**src/rtl/prot_pkg.sv**
```systemverilog
package prot_pkg;
  typedef enum logic [1:0] {
    ST_RUN   = 2'd0,
    ST_REST  = 2'd1,
    ST_PROBE = 2'd2
  } chan_state_t;
endpackage

```
**src/rtl/prot_sync.sv**
```systemverilog
module prot_sync #(
  parameter int W      = 2,
  parameter int STAGES = 2
) (
  input  logic         clk,
  input  logic         rst_n,
  input  logic [W-1:0] d,
  output logic [W-1:0] q
);
  logic [W-1:0] pipe [STAGES];

  always_ff @(posedge clk or negedge rst_n) begin
    if (!rst_n) begin
      for (int s = 0; s < STAGES; s++) pipe[s] <= '0;
    end else begin
      pipe[0] <= d;
      for (int s = 1; s < STAGES; s++) pipe[s] <= pipe[s-1];
    end
  end

  assign q = pipe[STAGES-1];
endmodule

```
**src/rtl/prot_chan.sv**
```systemverilog
module prot_chan
  import prot_pkg::*;
#(
  parameter int OFF_MS = 900,
  parameter int ON_MS  = 20
) (
  input  logic clk,
  input  logic rst_n,
  input  logic tick,
  input  logic ovl,
  input  logic static_mode,
  input  logic ss_done,
  output logic en,
  output logic flag
);
  localparam int MAXC = (OFF_MS > ON_MS) ? OFF_MS : ON_MS;
  localparam int CW   = $clog2(MAXC + 1);
  localparam logic [CW-1:0] REST_LAST  = CW'(OFF_MS - 1);
  localparam logic [CW-1:0] PROBE_LAST = CW'(ON_MS - 1);

  chan_state_t   st;
  logic [CW-1:0] cnt;
  logic          seen;

  always_ff @(posedge clk or negedge rst_n) begin
    if (!rst_n) begin
      st   <= ST_RUN;
      cnt  <= '0;
      seen <= 1'b0;
    end else if (!ss_done || static_mode) begin
      st   <= ST_RUN;
      cnt  <= '0;
      seen <= 1'b0;
    end else begin
      case (st)
        ST_RUN: begin
          if (ovl) begin
            st  <= ST_REST;
            cnt <= '0;
          end
        end
        ST_REST: begin
          if (tick) begin
            if (cnt == REST_LAST) begin
              st   <= ST_PROBE;
              cnt  <= '0;
              seen <= 1'b0;
            end else begin
              cnt <= cnt + 1'b1;
            end
          end
        end
        ST_PROBE: begin
          seen <= seen | ovl;
          if (tick) begin
            if (cnt == PROBE_LAST) begin
              st   <= (seen | ovl) ? ST_REST : ST_RUN;
              cnt  <= '0;
              seen <= 1'b0;
            end else begin
              cnt <= cnt + 1'b1;
            end
          end
        end
        default: st <= ST_RUN;
      endcase
    end
  end

  assign en   = static_mode | !ss_done | (st != ST_REST);
  assign flag = ss_done & (static_mode ? ovl : (st != ST_RUN));
endmodule

```
**src/rtl/prot_therm.sv**
```systemverilog
module prot_therm #(
  parameter int TEMP_W = 8,
  parameter int T_HOT  = 150,
  parameter int T_COOL = 135
) (
  input  logic              clk,
  input  logic              rst_n,
  input  logic [TEMP_W-1:0] temp,
  output logic              hot,
  output logic              clr_pulse
);
  localparam logic [TEMP_W-1:0] HOT_C  = TEMP_W'(T_HOT);
  localparam logic [TEMP_W-1:0] COOL_C = TEMP_W'(T_COOL);

  logic over, under;
  assign over  = temp > HOT_C;
  assign under = temp <= COOL_C;

  always_ff @(posedge clk or negedge rst_n) begin
    if (!rst_n) begin
      hot       <= 1'b0;
      clr_pulse <= 1'b0;
    end else begin
      clr_pulse <= over & ~hot;
      if (over)       hot <= 1'b1;
      else if (under) hot <= 1'b0;
    end
  end
endmodule

```
**src/rtl/prot_seq.sv**
```systemverilog
module prot_seq #(
  parameter int N_CH   = 2,
  parameter int OFF_MS = 900,
  parameter int ON_MS  = 20,
  parameter int TEMP_W = 8,
  parameter int T_HOT  = 150,
  parameter int T_COOL = 135,
  parameter int SYNC_N = 2
) (
  input  logic              clk,
  input  logic              rst_n,
  input  logic              tick_1ms,
  input  logic [N_CH-1:0]   ovl_raw,
  input  logic              static_mode,
  input  logic              hi_limit,
  input  logic [TEMP_W-1:0] temp_code,
  input  logic              softstart_done,
  input  logic [N_CH-1:0]   host_en,
  output logic [N_CH-1:0]   ch_en,
  output logic              limit_hi,
  output logic [N_CH-1:0]   ovl_flag,
  output logic              hot_flag,
  output logic              host_clear
);
  logic [N_CH-1:0] ovl_s;
  logic [N_CH-1:0] fsm_en;

  prot_sync #(.W(N_CH), .STAGES(SYNC_N)) u_sync (
    .clk(clk), .rst_n(rst_n), .d(ovl_raw), .q(ovl_s)
  );

  for (genvar i = 0; i < N_CH; i++) begin : g_ch
    prot_chan #(.OFF_MS(OFF_MS), .ON_MS(ON_MS)) u_chan (
      .clk(clk), .rst_n(rst_n), .tick(tick_1ms), .ovl(ovl_s[i]),
      .static_mode(static_mode), .ss_done(softstart_done),
      .en(fsm_en[i]), .flag(ovl_flag[i])
    );
  end

  prot_therm #(.TEMP_W(TEMP_W), .T_HOT(T_HOT), .T_COOL(T_COOL)) u_therm (
    .clk(clk), .rst_n(rst_n), .temp(temp_code),
    .hot(hot_flag), .clr_pulse(host_clear)
  );

  assign ch_en    = fsm_en & host_en & {N_CH{~hot_flag}};
  assign limit_hi = hi_limit;
endmodule

```
**config.mk**
```make
export PLATFORM = sky130hd
export DESIGN_NAME = prot_seq
export DESIGN_NICKNAME = d
export VERILOG_FILES = /design/src/rtl/prot_pkg.sv /design/src/rtl/prot_sync.sv /design/src/rtl/prot_chan.sv /design/src/rtl/prot_therm.sv /design/src/rtl/prot_seq.sv
export SDC_FILE = /design/constraint.sdc
export NUM_CORES = 1
export LEC_CHECK = 0
export BUFFER_PORTS_ARGS = -buffer_cell sky130_fd_sc_hd__buf_4
export CORE_AREA = 2 2 71 59
export DETAILED_ROUTE_END_ITERATION = 10
export DIE_AREA = 0 0 73 61
export PLACE_DENSITY_LB_ADDON = 0.2
export SETUP_SLACK_MARGIN = 0.1
export SLEW_MARGIN = 20
export SYNTH_ARGS = -nofsm -noshare
export SYNTH_HDL_FRONTEND = slang
export SYNTH_HIERARCHICAL = 1
export SYNTH_SLANG_ARGS = --single-unit
```
**constraint.sdc**
```tcl
create_clock -name clk -period 2.78 [get_ports clk]
set_input_delay 0.417 -clock clk [delete_from_list [all_inputs] [get_ports clk]]
set_output_delay 0.417 -clock clk [all_outputs]
set_load 0.01 [all_outputs]
```
---- Yosys cells after proc, flatten, opt, wreduce, memory -nomap -nowiden ----
Index checks and enable logic that the tools add are counted.
Widths: inputs -> output; s select.
cells by class
  eq/ne operators ......................... 20
  bitwise operators ....................... 11
  mux-type cells .......................... 46
  reduce and logical (&&, ||, !) cells .... 17
  add/subtract/negate cells ............... 2
  $lt $le $gt $ge ......................... 2
operators with widths
  cell                   count
  $mux 10                12
  $pmux 10 s3            2
  $mux 2                 12
  $add 10x1->10 const B  2
  $eq 10x10->1 const B   2
  $eq 10x5->1 const B    2
  $mux 1                 16
  $ne 3x2->1 const B     5
  $pmux 2 s3             2
  $reduce_and 5->1       2
  $ne 3x3->1 const B     3
  $gt 8x8->1 const B     1
  $le 8x8->1 const B     1
  $reduce_and 4->1       2
  $reduce_bool 4->1      2
  $ne 3x1->1 const B     2
  $reduce_and 3->1       2
  $reduce_bool 2->1      3
  $reduce_bool 3->1      2
  $or 1x1->1             5
  $and 2x2->2            2
  $eq 2x1->1 const B     2
  $eq 2x2->1 const B     2
  $logic_not 2->1        2
  other kinds (6)        10
word-level totals
  output and inout port bits .............. 7
  word-level logic and storage cells ...... 108
  flip-flop bits (word level) ............. 32
  input port bits ......................... 18

---- Depth between registers and ports, before layout ----
Gate-level depths: netlist of the first run.
  depth in word-level cells ............... 6
  gate-level depth with buffers ........... 7
  mapped depth without buffers ............ 7

---- Hierarchy ----
Netlist of the first run, hierarchy kept.
modules (own cells, without submodules)
  module                      area each (µm²)  seq. area each (µm²)  instances  cells an instance
  prot_chan (g_ch[1].u_chan)  923.4            325.3                 1          104
  prot_chan (g_ch[0].u_chan)  915.9            325.3                 1          102
  prot_sync                   115.1            100.1                 1          6
  prot_therm                  105.1            50.0                  1          10
  prot_seq                    25.0             0.0                   1          3

---- Worst setup path before layout of the first run ----
OpenSTA, ideal clock, no wires.
  path kind ............................... register -> register
  from .................................... register g_ch[1].u_chan.st[0]
  to ...................................... register g_ch[1].u_chan.cnt[8]
  data required time ...................... 2.693 ns
  setup time .............................. 0.087 ns
  slack ................................... 0.810 ns
  arrival ................................. 1.883 ns
  buffers on the path ..................... 0
  clock period less this slack ............ 1.970 ns
  stages on the path, launching flop included .. 8
  path through ............................ dfrtp_1 inv_1 ha_1 or3b_1 a21oi_1 nor2_1 or4_1 o211ai_1
on the way
  word-level cells in the longest chain between the ends .. 3
  elaborated cells between the ends (all ways) .. 10
  those cells by class .................... 5 x eq/ne; 2 x mux; 3 x reduce/logical
RTL lines
  what                                                          RTL line         source
  from (decl)                                                   prot_chan.sv:21  chan_state_t st;
  from (signal assigned)                                        prot_chan.sv:57  st <= (seen | ovl) ? ST_REST : ST_RUN;
  $eq 2x2->1 (tied with other cells)                            prot_chan.sv:35  case (st)
  $ne 3x3->1 (no line) (tied with other cells)                  -
  $reduce_and 4->1 (no line) / $mux 10 (equally long branches)  -
  to (signal assigned)                                          prot_chan.sv:49  cnt <= cnt + 1'b1;
  to (signal assigned)                                          prot_chan.sv:61  cnt <= cnt + 1'b1;
  to (decl)                                                     prot_chan.sv:22  logic [CW-1:0] cnt;
Parallel ways exist; a longest one is shown, timed or not.
A chain may end at the register's enable or synchronous reset.

---- Final worst setup path of the first run ----
  from .................................... register g_ch[0].u_chan.st[0]
  to ...................................... register g_ch[0].u_chan.cnt[2]
on the way
  word-level cells in the longest chain between the ends .. 3
  elaborated cells between the ends (all ways) .. 10
  those cells by class .................... 5 x eq/ne; 2 x mux; 3 x reduce/logical
RTL lines
  what                                                          RTL line
  from (decl)                                                   prot_chan.sv:21
  from (signal assigned)                                        prot_chan.sv:57
  $eq 2x2->1 (tied with other cells)                            prot_chan.sv:35
  $ne 3x2->1 (no line) (tied with other cells)                  -
  $reduce_and 4->1 (no line) / $mux 10 (equally long branches)  -
  to (signal assigned)                                          prot_chan.sv:49
  to (signal assigned)                                          prot_chan.sv:61
  to (decl)                                                     prot_chan.sv:22
Parallel ways exist; a longest one is shown, timed or not.

==> results of run 1 <==
report_power, final:
group          switching (mW)  internal (mW)
combinational          0.0711         0.0567
sequential            0.00856          0.474
clock                   0.167          0.202
synthesized netlist by cell type, types with 2 or more instances:
library cell,n
and2b_2,3
o2bb2ai_1,4
or4b_4,2
nor2b_1,3
a22o_1,18
nor2_1,12
and3b_1,2
a311oi_1,2
and3_1,7
and2b_1,4
buf_6,2
nor3b_2,2
nor4_1,2
o21ai_1,9
o21bai_1,2
nand2b_1,7
o21ai_0,17
nand3_1,9
o22a_2,2
inv_1,12
nand4b_1,2
nand2_1,20
nor3_1,9
or4_1,2
a21oi_1,7
or4b_1,2
o211ai_1,3
or2_2,2
nor3_2,2
buf_4,3
dfrtp_1,32
ha_1,12
and2_1,2
final timing paths:
check | start | to | slack (ns) | depth (start not counted)
worst max-delay path | g_ch[0].u_chan/st[0] | g_ch[0].u_chan/cnt[2] | 0.61 | 7
worst min-delay path | rst_n | g_ch[0].u_chan/st[1] | 0.07 | 1
worst max register to register | g_ch[0].u_chan/st[0] | g_ch[0].u_chan/cnt[2] | 0.61 | 7
worst min register to register | u_sync/pipe[2] | u_sync/q[0] | 0.35 | 0
max in group asynchronous | rst_n | g_ch[0].u_chan/cnt[9] | 2.42 | 1
min in group clk | ovl_raw[0] | u_sync/pipe[2] | 0.24 | 1
metrics by stage:
stage / area, um2 / setup WS, ns / instances / hold slack (ns)
floorplan: 2080 / 0.810 / 225 / 0.121
global placement: 2260 / 0.722 / 286 / 0.332
detailed placement: 2260 / 0.630 / 286 / 0.337
CTS: 2350 / 0.640 / 294 / 0.0767
global route: 2350 / 0.482 / 294 / 0.100
finish: 2350 / 0.609 / 294 / 0.0686
final cells by class:
cell class	instances	area [um2]	area share
multi-input combinational	176	1190	0.508
sequential	32	801	0.341
timing repair buffer	22	165	0.0703
clock buffer	8	90.1	0.0383
tap	44	55.1	0.0234
inverter	12	45.0	0.0192
metal layers:
metal  share of wire  up-vias  global-route usage
met5               0        -                   0
met4          0.0093        0              0.0926
met3           0.066        5              0.0498
met2            0.43       62               0.323
met1            0.50      823               0.320
li1                -      881                   -
kinds of logic after synthesis:
| family | synth area share |
|---|---|
| buffers and inverters | 0.0432 |
| adders and majority gates | 0.0720 |
| muxes | 0.00480 |
| and+or+nand+nor | 0.273 |
| AOI/OAI and AO/OA | 0.223 |
| DFF | 0.384 |
state kept, by name (all words and copies together), names as in the netlist:
register and count:
u_sync/pipe 2, u_sync/q 2, u_therm/clr_pulse 1, g_ch.u_chan/cnt 20
g_ch.u_chan/st 4, g_ch.u_chan/seen 2, u_therm/hot 1
critical path, stage by stage (launching register included):
cell	delay (ns)
dfrtp_1	0.42
inv_1	0.10
ha_1	0.28
nor2_1	0.19
mux2i_1	0.12
o21ai_1	0.52
o21ai_0	0.21
a22o_1	0.22
==> metrics.txt, run 1 <==
status complete, no violations; Max FO, Critical Path 9; WS Path Type reg -> reg; Post-DRT Antenna Nets 0; Mapped Nets 255; Vias/cell 6.02; Final nets 279; Post-synth EDFFs 0; post-detail-place hpwl 3.18 mm; PostCTS Resize Cnt 0; cells after synthesis 225; antenna violations before repair 0; Vias 1771; final hold viol count 0; Worst Path Arrival 2.34 ns; Hold WC Path Type in -> async; Core Region 3730 um2; layout filler cell count 318; drt pass-1 iters 4; Max Buffers Root-to-Sink 2; cts hold-fix bufs 0; first-pass GRT wire length 7.46 mm; Mean Syn Cell Area 9.26 um2; CTS sink cnt 32; antenna fix cells 0; flops & latches, synth 32; Max Cap Viol 0; most common cell after layout, fill and taps aside dfrtp_1; Power, Total 979 uW; pwr/cell area 417 nW/um2; Yosys Warn Count 6; setup TNS 0 ns; post-synthesis sequential area ratio 0.384; clk slew on worst S/H paths 0.06 ns; Area contributors post-synth dfrtp_1, a22o_1, ha_1; largest area contributor in the netlist dfrtp_1; depth of the CTS H-tree 2; via count of the first global-routing pass 1585; leakage 1.08 nW; Synth Cell Area 2080 um2; CTS tree yes; fmax 461 MHz; IO Port Bufs 22; Synth cell types 39; initial core utilization 0.559; routed len/inst 15.0 um; row count 20; Yosys top cell area share 0.384; Max Slew Vio Count 0; DRC violations left 0; share of cells above drive strength 1 0.172; Tot GR Track Use 0.222; pin count of the biggest net entering global routing 33; Total Routed Length 4.40 mm; CP endpoint kind register; post-layout util 0.630; setup bufs post-CTS 0; Rel. slew slack 0.577; Most used DFF post-synth dfrtp_1; commonest non-fill, non-tap cells in the layout dfrtp_1, buf_4, nand2_1; Tcrit/Tclk final 0.781; Area growth syn-to-layout 12.7%; post-synthesis async set-or-reset flop share 1.00; die width 73 um; fin crit period 2.17 ns; Worst Clk Skew 0.00212 ns; 1st-iter DRT viols 169; # setup viols final 0; clock buffer count from CTS 5; worst vdd ir 0.243 mV; Die Area 4450 um2; RSZ-0062 raised after global routing false; GPL Wtd Cong 0.802; Worst setup SP type register; DIE HEIGHT 61 um; worst-skew pair later-pin latency 0.28 ns; worst-margin pin slew 0.631 ns; Clock Tree Root clkbuf_8; io pins 25; worst path required time 2.95 ns; GR Overflow Total 0
Note: power is estimated with default switching activity, not from simulation.
==> inputs of run 2 (changes only) <==
ABC_AREA = 1   (was not set)
CORE_AREA = 2 2 75 62   (was 2 2 71 59)
DIE_AREA = 0 0 77 64   (was 0 0 73 61)
clock period = 2.1 ns   (was 2.78 ns; I/O delays follow)
==> run 2 against run 1 <==
Net effect: total power rose by 57%; clock skew up 0.0043 ns; global-route usage rose by 2.2 points; cell count is 44% higher; largest cell class unchanged; largest power group unchanged.
==> metrics.txt, run 2 <==
Max Cap Viol 0 (unchanged); slowest stage delay, CP 0.42 ns (was 0.52 ns); post-synthesis sequential area ratio 0.336 (was 0.384); P_sw 447 uW (was 246 uW); 1st-iter DRT viols 324 (was 169); Post-synth EDFFs 0 (unchanged); DIE HEIGHT 64 um (was 61 um); adder-cell share of the synthesized area 0.0630 (was 0.0720); Mapped Nets 367 (was 255); share of cells above drive strength 1 0.216 (was 0.172); Vias 2204 (was 1771); top cell family by delay on the critical path buffers and inverters (was compound AO/OA/AOI/OAI gates); via count of the first global-routing pass 2117 (was 1585); area fraction in compound gates after synthesis 0.0782 (was 0.223); Worst setup SP type register (unchanged); CTS tree yes (unchanged); crit-path most repeated cell inv_1; main combinational cell family by area after synthesis simple AND/OR/NAND/NOR gates (unchanged); dpl cells 414 (was 286); most frequent cells after synthesis nand2_1, inv_1, nor2_1 (was dfrtp_1, nand2_1, a22o_1); critical path cell sequence inv_1 > ha_4 > inv_1 > nor2_1 > inv_1 > nand2_1 > nor2_1 > buf_4 (was inv_1 > ha_1 > nor2_1 > mux2i_1 > o21ai_1 > o21ai_0 > a22o_1); Reg2Reg Launch Point g_ch[0].u_chan/st[0] (unchanged); setup TNS 0 ns (unchanged); Int Pwr 1.09 mW (was 733 uW); Max Buffers Root-to-Sink 2 (unchanged); worst-skew pair later-pin latency 0.28 ns (about the same); Max FO, Critical Path 5 (was 9); pin count of the biggest net entering global routing 33 (unchanged); IO Port Bufs 22 (unchanged); Area contributors post-synth dfrtp_1, nand2_1, inv_1 (was dfrtp_1, a22o_1, ha_1); Post-DRT Antenna Nets 0 (unchanged); leakage 1.34 nW (was 1.08 nW); final hold viol count 0 (unchanged); layout filler cell count 390 (was 318); r2r setup slk 0.25 ns (was 0.61 ns); CP endpoint kind output pin (was register); sum of buffers and inverters on the critical path 4 (was 1); post-synthesis mux area share 0 (was 0.00480); antenna fix cells 0 (unchanged); status complete, no violations (unchanged); Net Sw Frac 0.291 (was 0.252); RSZ-0062 raised after global routing true (was false); Yosys Warn Count 6 (unchanged); post-synthesis simple-gate area fraction 0.409 (was 0.273); fin crit period 1.90 ns; largest area contributor in the netlist dfrtp_1 (unchanged); Yosys top cell area share 0.336 (was 0.384); io pins 25 (unchanged); flops & latches, synth 32 (unchanged); Worst Path Arrival 1.59 ns (was 2.34 ns); Clock Tree Root clkbuf_8 (unchanged); Mean Syn Cell Area 7.07 um2 (was 9.26 um2); Tcrit/Tclk final 0.905; antenna violations before repair 0 (unchanged); most frequent cell after synthesis nand2_1 (was dfrtp_1); most flop-heavy register g_ch.u_chan/cnt (unchanged); GPL Wtd Cong 0.918 (was 0.802); commonest non-fill, non-tap cells in the layout nand2_1, inv_1, nor2_1 (was dfrtp_1, buf_4, nand2_1); Max Slew Vio Count 0 (unchanged); non-filler cells, final 423 (was 294); slowest stage cell, crit path dfrtp_1 (was o21ai_1); Seq pwr share 0.423 (was 0.493); die width 77 um (was 73 um); post-detail-place hpwl 4.03 mm (was 3.18 mm); Die Area 4930 um2 (was 4450 um2); Total Routed Length 5.28 mm (was 4.40 mm); Rel. slew slack 0.717 (was 0.577); pwr/cell area 558 nW/um2 (was 417 nW/um2); cells after synthesis 337 (was 225); clock buffer count from CTS 5 (unchanged); Largest register FFs 20 (unchanged); CTS sink cnt 32 (unchanged); worst-margin pin slew 0.424 ns (was 0.631 ns); Worst Clk Skew 0.00642 ns (was 0.00212 ns); most common cell after layout, fill and taps aside nand2_1 (was dfrtp_1); Final nets 395 (was 279); fmax 526 MHz; power share of the combinational group 0.198 (was 0.131); Most used DFF post-synth dfrtp_1 (unchanged); post-layout util 0.664 (was 0.630); worst vdd ir 0.370 mV (was 0.243 mV); GR Overflow Total 0 (unchanged); Core Region 4150 um2 (was 3730 um2); initial core utilization 0.574 (was 0.559); clk slew on worst S/H paths 0.07 ns (was 0.06 ns); biggest regs g_ch.u_chan/cnt: 20 flops, g_ch.u_chan/st: 4 flops (unchanged); post-synthesis async set-or-reset flop share 1.00 (unchanged); Synth Cell Area 2380 um2 (was 2080 um2); Vias/cell 5.21 (was 6.02); Synth cell types 25 (was 39); DRC violations left 0 (unchanged); # setup viols final 0 (unchanged); drt pass-1 iters 5 (was 4); Hold WC Path Type in -> reg (was in -> async); worst path required time 1.78 ns (was 2.95 ns); Worst Setup SP g_ch[0].u_chan/st[1] (was g_ch[0].u_chan/st[0]); routed len/inst 12.5 um (was 15.0 um); depth of the CTS H-tree 2 (unchanged); Tot GR Track Use 0.244 (was 0.222); Area growth syn-to-layout 15.7% (was 12.7%); beginning of the worst hold path ovl_raw[0]; row count 21 (was 20); first-pass GRT wire length 9.61 mm (was 7.46 mm); WS Path Type reg -> out (was reg -> reg); clock share of power 0.379 (was 0.376); xor/xnor share of the synthesized area 0.0147 (was 0)
==> run 2: timing repair <==
action                     4_1_cts  5_1_grt
hold buffers                     1        0
buffers inserted                 0        0
hold endpoints to repair        32        0
gates resized for setup          1        6
pin swaps                        0        0
setup endpoints to repair        1        3
==> run 2: per-stage QoR <==
stage | instance area [um2] | total power, mW | hold WS [ns] | setup WS (ns)
after floorplan | 2380 | 0.849 | 0.0194 | 0.524
after global placement | 2610 | 0.946 | 0.279 | 0.317
after detailed placement | 2610 | 0.950 | 0.283 | 0.299
after CTS | 2730 | 1.55 | 0.124 | 0.110
after global routing | 2760 | 1.62 | 0.121 | 0.0811
final | 2760 | 1.54 | 0.139 | 0.199
==> run 2: worst register-to-register path: stages, from the launching register on <==
cell and delay (ns):
dfrtp_2 0.43, inv_1 0.10, ha_1 0.27, o211ai_4 0.35, nand2_4 0.10, nor2_4 0.24
nand3_2 0.17, o21ai_2 0.13
==> run 2: area by class of cell <==
type,instances,area [um2],area share
multi-input combinational,245,1380,0.499
sequential,32,802,0.291
inverter,57,214,0.0776
timing repair buffer,24,183,0.0662
tap,57,71.3,0.0259
clock buffer,5,68.8,0.0250
clock inverter,3,42.5,0.0154
==> run 2: final timing paths <==
kind                                               to  depth (start not counted)
worst max-delay path                         ch_en[0]                          8
worst min-delay path                   u_sync/pipe[2]                          1
worst max register to register  g_ch[0].u_chan/cnt[0]                          7
worst min register to register            u_sync/q[1]                          0
max in group asynchronous        g_ch[0].u_chan/st[0]                          2
min in group asynchronous       g_ch[0].u_chan/cnt[7]                          2
==> run 2: cell families after synthesis <==
family | Yosys count
AOI/OAI and AO/OA | 27
xor gates and xnor gates | 4
buffers and inverters | 60
adders and majority gates | 12
DFF | 32
and+or+nand+nor | 202
==> run 2: power by group through the flow <==
stage	Combinational, mW	Sequential (mW)	Clock [mW]
after CTS	0.296	0.648	0.606
after floorplan	0.193	0.656	0
after global routing	0.338	0.653	0.634
after detailed placement	0.290	0.660	0
after global placement	0.287	0.659	0
final	0.304	0.651	0.582
==> run 2: routing by layer <==
metal  global-route usage  vias up  share of wire
met2                0.368       96           0.42
li1                     -     1115              -
met3               0.0508        7          0.076
met1                0.357      986           0.49
met4               0.0647        0          0.012
met5                    0        -              0
==> inputs of run 3 (changes only) <==
HOLD_SLACK_MARGIN = 0.08   (was not set)
PLACE_DENSITY = 0.74   (was not set)
PLACE_DENSITY_LB_ADDON = not set   (was 0.2)
==> run 3 against run 2 <==
Net effect: non-clock buffer count did not move; cell count did not move; routed wire length fell by 1.6%; core utilization fell by 0.12 points; setup slack got worse by 0.044 ns; critical path depth did not move; die area did not move; sequential share of layout area rose by 0.053 points; register-to-register slack improved by 0.09 ns; worst hold slack got worse by 0.0064 ns; clock skew fell by 0.0026 ns; largest power group unchanged; total power fell by 0.10%.
==> metrics.txt, run 3 (synthesis gave the netlist of run 2 again) <==
status complete, no violations (unchanged); CTS tree yes (unchanged); worst path required time 1.78 ns (about the same); Worst Path Arrival 1.63 ns (was 1.59 ns); via count of the first global-routing pass 1960 (was 2117); Design Area, Final 2750 um2 (was 2760 um2); Worst Clk Skew 0.00380 ns (was 0.00642 ns); io pins 25 (unchanged); worst-margin pin slew 0.410 ns (was 0.424 ns); depth of the CTS H-tree 2 (unchanged); # setup viols final 0 (unchanged); end of the worst register-to-register path g_ch[1].u_chan/cnt[8] (was g_ch[0].u_chan/cnt[0]); RSZ-0062 raised after global routing true (unchanged); GPL Wtd Cong 0.896 (was 0.918); CP endpoint kind output pin (unchanged); Vias/cell 5.09 (was 5.21); antenna violations before repair 0 (unchanged); routed len/inst 12.3 um (was 12.5 um); Final nets 395 (unchanged); share of cells above drive strength 1 0.219 (was 0.216); final hold viol count 0 (unchanged); IO Port Bufs 22 (unchanged); first-pass GRT wire length 9.06 mm (was 9.61 mm); Max Buffers Root-to-Sink 2 (unchanged); drt pass-1 iters 4 (was 5); Tot GR Track Use 0.233 (was 0.244); beginning of the worst hold path ovl_raw[0] (unchanged); hold depth 1 (unchanged); antenna fix cells 0 (unchanged); Reg2Reg Launch Point g_ch[1].u_chan/st[0] (was g_ch[0].u_chan/st[0]); clock buffer count from CTS 5 (unchanged); most flop-heavy register g_ch.u_chan/cnt (unchanged); Rel. slew slack 0.726 (was 0.717); Core Region 4150 um2 (unchanged); biggest regs g_ch.u_chan/cnt: 20 flops, g_ch.u_chan/st: 4 flops (unchanged); DIE HEIGHT 64 um (unchanged); Clock Tree Root clkbuf_8 (unchanged); 1st-iter DRT viols 163 (was 324); Max FO, Critical Path 5 (unchanged); cell area after placement 2600 um2 (was 2610 um2); Area growth syn-to-layout 15.5% (was 15.7%); clk slew on worst S/H paths 0.07 ns (about the same); Max Slew Vio Count 0 (unchanged); Max Cap Viol 0 (unchanged); dpl cells 413 (was 414); Post-DRT Antenna Nets 0 (unchanged); Hold WC Path Type in -> reg (unchanged); Vias 2155 (was 2204); leakage 1.34 nW (about the same); reg2reg path depth 10 (was 7); hold path endpoint u_sync/pipe[2] (unchanged); most common cell after layout, fill and taps aside nand2_1 (unchanged); worst-skew pair later-pin latency 0.28 ns (about the same); pin count of the biggest net entering global routing 33 (unchanged); commonest non-fill, non-tap cells in the layout nand2_1, inv_1, nor2_1 (unchanged); die width 77 um (unchanged); initial core utilization 0.574 (unchanged); fmax 514 MHz (was 526 MHz); Tcrit/Tclk final 0.926 (was 0.905); Total Routed Length 5.19 mm (was 5.28 mm); GR Overflow Total 0 (unchanged); WS Path Type reg -> out (unchanged); post-detail-place hpwl 3.96 mm (was 4.03 mm); DRC violations left 0 (unchanged); setup TNS 0 ns (unchanged); Largest register FFs 20 (unchanged); worst vdd ir 0.356 mV (was 0.370 mV); row count 21 (unchanged); pwr/cell area 558 nW/um2 (about the same); Worst setup SP type register (unchanged); non-filler cells, final 423 (unchanged); r2r setup slk 0.34 ns (was 0.25 ns); CTS sink cnt 32 (unchanged); Die Area 4930 um2 (unchanged); fin crit period 1.95 ns (was 1.90 ns)
run 3: layout make-up:
class                   count  area [um2]
clock inverters             3        42.5
flip-flops and latches     32         802
repair buffers             24         183
clock buffers               5        68.8
inverters                  57         214
fillers                   387        1400
multi-input cells         245        1370
well taps                  57        71.3
run 3: through the flow:
stage	setup WS, ns	util	hold WS (ns)	total power, mW
floorplan	0.524	-	0.0194	0.849
global placement	0.388	0.626	0.283	0.943
detailed placement	0.330	0.626	0.283	0.947
CTS	0.117	0.656	0.124	1.54
global route	0.0514	0.663	0.116	1.62
finish	0.155	0.663	0.132	1.54
run 3: where the power goes:
part / switching (mW) / internal, mW
logic: 0.194 / 0.106
registers: 0.0191 / 0.632
clock network: 0.235 / 0.351
run 3: worst max path at each step:
stage                              start                     to
finish              g_ch[1].u_chan/st[1]               ch_en[1]
floorplan           g_ch[0].u_chan/st[0]  g_ch[0].u_chan/cnt[8]
detailed placement  g_ch[0].u_chan/st[0]  g_ch[0].u_chan/cnt[8]
CTS                 g_ch[0].u_chan/st[1]               ch_en[0]
global placement    g_ch[0].u_chan/st[0]  g_ch[0].u_chan/cnt[8]
global route        g_ch[1].u_chan/st[1]               ch_en[1]
run 3: critical path, cell delays in order (launching register included):
cell,delay [ns]
dfrtp_1,0.42
inv_1,0.17
ha_4,0.19
inv_2,0.07
nor2_2,0.13
inv_1,0.05
nand2_1,0.12
nor2_1,0.05
buf_4,0.14
run 3: repair_timing:
item / 4_1_cts / 5_1_grt
cloned: 0 / 0
endpoints found under the setup margin: 1 / 3
hold endpoints to repair: 32 / 0
hold buffers: 1 / 0
pin swaps: 0 / 0
gates resized for setup: 1 / 6
buffers inserted: 0 / 1
run 3: layer usage:
layer  vias to the layer above  share of wire  GRT usage
li1                       1113              -          -
met1                       975           0.52      0.353
met2                        61           0.40      0.327
met3                         6          0.067     0.0565
met4                         0          0.013     0.0714
met5                         -              0          0
